===== src/rtl/wstep_pkg.sv =====
package wstep_pkg;

  // Internal stepping state of the mode controller.
  typedef enum logic [1:0] {
    ST_OFF       = 2'd0,
    ST_WAIT_RISE = 2'd1,
    ST_WAIT_FALL = 2'd2
  } wstep_state_e;

  // Direction carried with a committed step.
  typedef enum logic {
    DIR_DOWN = 1'b0,
    DIR_UP   = 1'b1
  } wstep_dir_e;

endpackage


===== src/rtl/wstep_busmon.sv =====
// Synchronises the raw bus lines and flags clock edges and bus conditions.
module wstep_busmon #(
  parameter int SYNC_STAGES = 2
) (
  input  logic clk,
  input  logic rst,
  input  logic scl_in,
  input  logic sda_in,
  output logic scl_rise,
  output logic scl_fall,
  output logic bus_start,
  output logic bus_stop,
  output logic sda_lvl
);

  logic [SYNC_STAGES-1:0] scl_sh;
  logic [SYNC_STAGES-1:0] sda_sh;
  logic                   scl_q;
  logic                   sda_q;
  logic                   scl_s;
  logic                   sda_s;

  // Idle bus is high on both lines.
  always_ff @(posedge clk) begin
    if (rst) begin
      scl_sh <= '1;
      sda_sh <= '1;
      scl_q  <= 1'b1;
      sda_q  <= 1'b1;
    end else begin
      scl_sh <= {scl_sh[SYNC_STAGES-2:0], scl_in};
      sda_sh <= {sda_sh[SYNC_STAGES-2:0], sda_in};
      scl_q  <= scl_s;
      sda_q  <= sda_s;
    end
  end

  assign scl_s = scl_sh[SYNC_STAGES-1];
  assign sda_s = sda_sh[SYNC_STAGES-1];

  assign scl_rise  = scl_s & ~scl_q;
  assign scl_fall  = ~scl_s & scl_q;
  assign bus_start = scl_s & scl_q & sda_q & ~sda_s;
  assign bus_stop  = scl_s & scl_q & ~sda_q & sda_s;
  assign sda_lvl   = sda_s;

endmodule


===== src/rtl/wstep_ctrl.sv =====
// Mode controller: latches direction on clock rise, commits on clock fall.
module wstep_ctrl
  import wstep_pkg::*;
#(
  parameter int NCH = 4,
  localparam int SEL_W = (NCH > 1) ? $clog2(NCH) : 1
) (
  input  logic             clk,
  input  logic             rst,
  input  logic             arm,
  input  logic [SEL_W-1:0] arm_sel,
  input  logic             scl_rise,
  input  logic             scl_fall,
  input  logic             bus_start,
  input  logic             bus_stop,
  input  logic             sda_lvl,
  output logic             active,
  output logic             step_vld,
  output logic             step_up,
  output logic [SEL_W-1:0] step_ch
);

  wstep_state_e state_q;
  wstep_dir_e   dir_q;
  logic [SEL_W-1:0] sel_q;

  always_ff @(posedge clk) begin
    if (rst) begin
      state_q  <= ST_OFF;
      dir_q    <= DIR_DOWN;
      sel_q    <= '0;
      active   <= 1'b0;
      step_vld <= 1'b0;
      step_up  <= 1'b0;
      step_ch  <= '0;
    end else begin
      step_vld <= 1'b0;
      if (bus_start || bus_stop) begin
        // A bus condition ends the mode and discards the pending step.
        state_q <= ST_OFF;
        active  <= 1'b0;
      end else if (arm) begin
        state_q <= ST_WAIT_RISE;
        sel_q   <= arm_sel;
        active  <= 1'b1;
      end else begin
        unique case (state_q)
          ST_WAIT_RISE: begin
            if (scl_rise) begin
              dir_q   <= sda_lvl ? DIR_UP : DIR_DOWN;
              state_q <= ST_WAIT_FALL;
            end
          end
          ST_WAIT_FALL: begin
            if (scl_fall) begin
              step_vld <= 1'b1;
              step_up  <= (dir_q == DIR_UP);
              step_ch  <= sel_q;
              state_q  <= ST_WAIT_RISE;
            end
          end
          default: ;
        endcase
      end
    end
  end

endmodule


===== src/rtl/wstep_bank.sv =====
// Volatile wiper positions, one saturating up/down register per channel.
module wstep_bank #(
  parameter int NCH       = 4,
  parameter int POS_W     = 6,
  parameter int RESET_POS = 32,
  localparam int SEL_W    = (NCH > 1) ? $clog2(NCH) : 1,
  localparam logic [POS_W-1:0] POS_MAX = {POS_W{1'b1}}
) (
  input  logic                 clk,
  input  logic                 rst,
  input  logic                 step_vld,
  input  logic                 step_up,
  input  logic [SEL_W-1:0]     step_ch,
  output logic [NCH*POS_W-1:0] pos_flat
);

  for (genvar i = 0; i < NCH; i++) begin : g_ch
    logic [POS_W-1:0] pos_q;
    logic             hit;

    assign hit = step_vld && (step_ch == SEL_W'(i));

    always_ff @(posedge clk) begin
      if (rst) begin
        pos_q <= POS_W'(RESET_POS);
      end else if (hit) begin
        if (step_up && (pos_q != POS_MAX)) begin
          pos_q <= pos_q + 1'b1;
        end else if (!step_up && (pos_q != '0)) begin
          pos_q <= pos_q - 1'b1;
        end
      end
    end

    assign pos_flat[i*POS_W +: POS_W] = pos_q;
  end

endmodule


===== src/rtl/wiper_step_unit.sv =====
// Top: stepping mode for a bank of wiper registers driven from the serial bus.
module wiper_step_unit #(
  parameter int NCH         = 4,
  parameter int POS_W       = 6,
  parameter int RESET_POS   = 32,
  parameter int SYNC_STAGES = 2,
  localparam int SEL_W      = (NCH > 1) ? $clog2(NCH) : 1
) (
  input  logic                 clk,
  input  logic                 rst,
  input  logic                 scl_in,
  input  logic                 sda_in,
  input  logic                 arm,
  input  logic [SEL_W-1:0]     arm_sel,
  output logic                 step_active,
  output logic [NCH*POS_W-1:0] wiper_pos
);

  logic             scl_rise;
  logic             scl_fall;
  logic             bus_start;
  logic             bus_stop;
  logic             sda_lvl;
  logic             step_vld;
  logic             step_up;
  logic [SEL_W-1:0] step_ch;

  wstep_busmon #(
    .SYNC_STAGES (SYNC_STAGES)
  ) u_busmon (
    .clk       (clk),
    .rst       (rst),
    .scl_in    (scl_in),
    .sda_in    (sda_in),
    .scl_rise  (scl_rise),
    .scl_fall  (scl_fall),
    .bus_start (bus_start),
    .bus_stop  (bus_stop),
    .sda_lvl   (sda_lvl)
  );

  wstep_ctrl #(
    .NCH (NCH)
  ) u_ctrl (
    .clk       (clk),
    .rst       (rst),
    .arm       (arm),
    .arm_sel   (arm_sel),
    .scl_rise  (scl_rise),
    .scl_fall  (scl_fall),
    .bus_start (bus_start),
    .bus_stop  (bus_stop),
    .sda_lvl   (sda_lvl),
    .active    (step_active),
    .step_vld  (step_vld),
    .step_up   (step_up),
    .step_ch   (step_ch)
  );

  wstep_bank #(
    .NCH       (NCH),
    .POS_W     (POS_W),
    .RESET_POS (RESET_POS)
  ) u_bank (
    .clk      (clk),
    .rst      (rst),
    .step_vld (step_vld),
    .step_up  (step_up),
    .step_ch  (step_ch),
    .pos_flat (wiper_pos)
  );

endmodule


===== config.mk =====
export PLATFORM = sky130hd
export DESIGN_NAME = wiper_step_unit
export DESIGN_NICKNAME = d
export VERILOG_FILES = /design/src/rtl/wstep_pkg.sv /design/src/rtl/wstep_busmon.sv /design/src/rtl/wstep_ctrl.sv /design/src/rtl/wstep_bank.sv /design/src/rtl/wiper_step_unit.sv
export SDC_FILE = /design/constraint.sdc
export NUM_CORES = 1
export LEC_CHECK = 0
export ABC_AREA = 1
export BUFFER_PORTS_ARGS = -buffer_cell sky130_fd_sc_hd__buf_2
export CORE_MARGIN = 3
export CORE_UTILIZATION = 60
export CTS_CLUSTER_DIAMETER = 80
export CTS_CLUSTER_SIZE = 40
export DETAILED_ROUTE_END_ITERATION = 8
export PLACE_DENSITY_LB_ADDON = 0.05
export SYNTH_ARGS = -nofsm -noshare
export SYNTH_HDL_FRONTEND = slang
export SYNTH_SLANG_ARGS = --single-unit
export TNS_END_PERCENT = 30

===== constraint.sdc =====
create_clock -name clk -period 4.29 [get_ports clk]
set_clock_uncertainty 0.05 [all_clocks]
set_input_delay 0.858 -clock clk [delete_from_list [all_inputs] [get_ports clk]]
set_output_delay 0.858 -clock clk [all_outputs]
set_load 0.005 [all_outputs]

==> flow_summary.json <==
{
  "core-area_sq_mm": 0.00383,
  "critPathKind": "reg2reg",
  "hold_buffers": 0,
  "ys_types": 23,
  "ir_drop_mv": 0.274,
  "cts.sinks": 40,
  "synth.ff_latch_count": 40,
  "drc": 0,
  "worst_slew_pin_slew_ps": 539,
  "layout.nets": 425,
  "synth_area_sq_mm": 0.00249,
  "fill_cells": 346,
  "grt_most_used_layer": "met2",
  "fmax_ghz": 0.480,
  "cp_data_required_time_ps": 4470,
  "cts_buffer_depth": 2,
  "die_x_um": 70.4,
  "arrival_ps": 2260,
  "antenna_found_initial": 0,
  "post-route-period-util_pct": 48.6,
  "grt_use_met2_pct": 37.8,
  "worstSetupEndpointType": "flop",
  "io_pins": 32,
  "yosysMostFrequentCell": "nand2_1",
  "crit_fanout": 8,
  "cts_tree": "yes",
  "startpoint_type": "flop",
  "grt_usage_pct": 22.3,
  "synth-edff-count": 0,
  "wire_per_inst_um": 11.8,
  "finalSetupViolations": 0,
  "cts_buffers": 5,
  "drive_above_1_share_pct": 17.3,
  "final_core_util_pct": 73.1,
  "grt_max_degree": 25,
  "grt_overflow_total": 0,
  "power.leakage_nw": 1.41,
  "dp_hpwl_um": 3980,
  "antenna_cells": 0,
  "area_growth_pct": 12.3,
  "core.rowCount": 22,
  "ys_seq_area_share_pct": 32.2,
  "fin_crit_ps": 2080,
  "vias": 2327,
  "die_h_um": 70.4,
  "synth_ff_type": "dfxtp_1",
  "yosysTopAreaCellShare_pct": 32.2,
  "start_util_pct": 65.0,
  "place_inst": 438,
  "synthTopCellsByCount": "111 x nand2_1, 40 x dfxtp_1, 34 x inv_1, 31 x a21oi_1, 30 x nor2_1",
  "ctsResizeCount": 0,
  "viasPerCell": 5.22,
  "rsz0062_at_grt": "no",
  "post_cts_buffers": 0,
  "grt_pass1_vias": 2140,
  "setup-tns-final_ps": 0,
  "finalNonFillerCells": 446,
  "drtIter0Drc": 110,
  "gp_congestion": 0.888,
  "use_met1_pct": 28.6,
  "antenna_left": 0,
  "grt_pass1_wl_um": 9160,
  "synth_nets": 391,
  "grt_util_met3_pct": 4.32,
  "relSlewSlack_pct": 64.0,
  "portBuffers": 31,
  "clk_pin_slew_ps": 70,
  "htreeDepth": 2,
  "synth_cells": 363,
  "avgSynthCellArea_sq_um": 6.86,
  "clockRootBuffer": "clkbuf_8",
  "status": "finished, final reports clean",
  "clk_latency_ps": 290,
  "slew_violations": 0,
  "power_density_mw_per_mm2": 251,
  "wirelength_um": 5280,
  "first_pass_iters": 4,
  "yosysWarningCount": 0,
  "dieArea_sq_mm": 0.00496,
  "max_cap_violations": 0,
  "synth_area_leaders": "dfxtp_1 32%, nand2_1 17%, ha_1 8.5%, a21oi_1 6.2%, nand3_1 5.8%",
  "hold_path.class": "reg2reg",
  "synthArstFlopShare_pct": 0,
  "synth_top_cell_by_area": "dfxtp_1",
  "hold_viol": 0
}
[critical path, stage by stage, from the launching register on]
cell,delay (ps)
dfxtp_1,440
nand2_1,80
nor2_1,90
nand2_1,90
nand2_2,170
inv_1,90
fa_1,420
o21ai_0,220
xor2_1,180
nand2_1,80
a21oi_2,110
[placed cells by master (no fill, tap or decap)]
| master | netlist | routed |
|---|---|---|
| a21oi_1 | 31 | 31 |
| a21oi_2 | 3 | 3 |
| buf_2 | 1 | 31 |
| bufinv_16 | 0 | 1 |
| clkbuf_1 | 2 | 1 |
| clkbuf_8 | 0 | 5 |
| clkinv_2 | 0 | 1 |
| dfxtp_1 | 40 | 40 |
| fa_1 | 4 | 4 |
| ha_1 | 17 | 17 |
| inv_1 | 34 | 34 |
| inv_2 | 7 | 7 |
| nand2_1 | 111 | 111 |
| nand2_2 | 9 | 9 |
| nand2_4 | 4 | 4 |
| nand3_1 | 29 | 29 |
| nor2_1 | 30 | 30 |
| nor3_1 | 6 | 6 |
| nor3_2 | 3 | 3 |
| o21ai_0 | 6 | 6 |
| o21ai_1 | 7 | 7 |
| or2_0 | 1 | 1 |
| or2_2 | 5 | 5 |
| xnor2_1 | 1 | 1 |
| xor2_1 | 11 | 11 |
[worst paths after layout]
path,start,endpoint,slack [ps],depth (start not counted)
max,u_bank.g_ch[3].pos_q[2]$_SDFFE_PP0P_,u_bank.g_ch[3].pos_q[4]$_SDFFE_PP0P_,2210,10
min,u_busmon.sda_sh[0]$_SDFF_PP1_,u_busmon.sda_sh[1]$_SDFF_PP1_,370,1
max reg2reg,u_bank.g_ch[3].pos_q[2]$_SDFFE_PP0P_,u_bank.g_ch[3].pos_q[4]$_SDFFE_PP0P_,2210,10
min reg2reg,u_busmon.sda_sh[0]$_SDFF_PP1_,u_busmon.sda_sh[1]$_SDFF_PP1_,370,1
[area by class of cell]
type	count	area, sq um	area share (%)
clock buffer	6	72.6	2.60
timing repair buffer	31	155	5.55
clock inverter	2	35.0	1.25
inverter	41	154	5.51
sequential	40	801	28.6
tap	48	60.1	2.15
multi-input combinational	278	1520	54.3
[stage by stage]
step / total power [mW] / area, sq um / setup slack (ps) / hold slack (ps)
2_1_floorplan: 0.402 / 2490 / 2460 / 339
3_3_place_gp: 0.409 / 2690 / 2240 / 345
4_1_cts: 0.709 / 2800 / 2210 / 369
3_5_place_dp: 0.410 / 2690 / 2230 / 347
5_1_grt: 0.723 / 2800 / 1940 / 385
6_report: 0.702 / 2800 / 2210 / 365
[flip-flops by register name, indices dropped and copies added (netlist names)]
signal,flops
u_bank.g_ch.pos_q,24
u_ctrl.step_ch,2
u_busmon.scl_sh,2
u_ctrl.step_vld,1
u_ctrl.sel_q,2
u_ctrl.active,1
u_ctrl.state_q,2
u_busmon.sda_sh,2
u_busmon.scl_q,1
u_busmon.sda_q,1
u_ctrl.step_up,1
u_ctrl.dir_q,1
[metal layers]
layer,vias to the layer above,routed length (um)
met1,1057,2540
met3,6,159
li1,1226,-
met2,38,2510
met5,-,0
met4,0,58
[cells by family (layout without fill, tap and decap cells)]
| kind of cell | count (synthesis) | in the layout | synth area share [%] |
|---|---|---|---|
| buf+inv | 45 | 80 | 6.84 |
| compound gates | 47 | 47 | 9.90 |
| fa+ha+maj | 21 | 21 | 11.8 |
| xor+xnor | 12 | 12 | 4.22 |
| flops | 40 | 40 | 32.2 |
| simple gates | 198 | 198 | 35.1 |
[power by group]
group / internal [mW] / switching, mW / leakage, nW
Combinational: 0.00790 / 0.0138 / 1.03
Sequential: 0.376 / 0.00282 / 0.325
Clock: 0.173 / 0.128 / 0.0552
(Power assumes the default switching activity.)
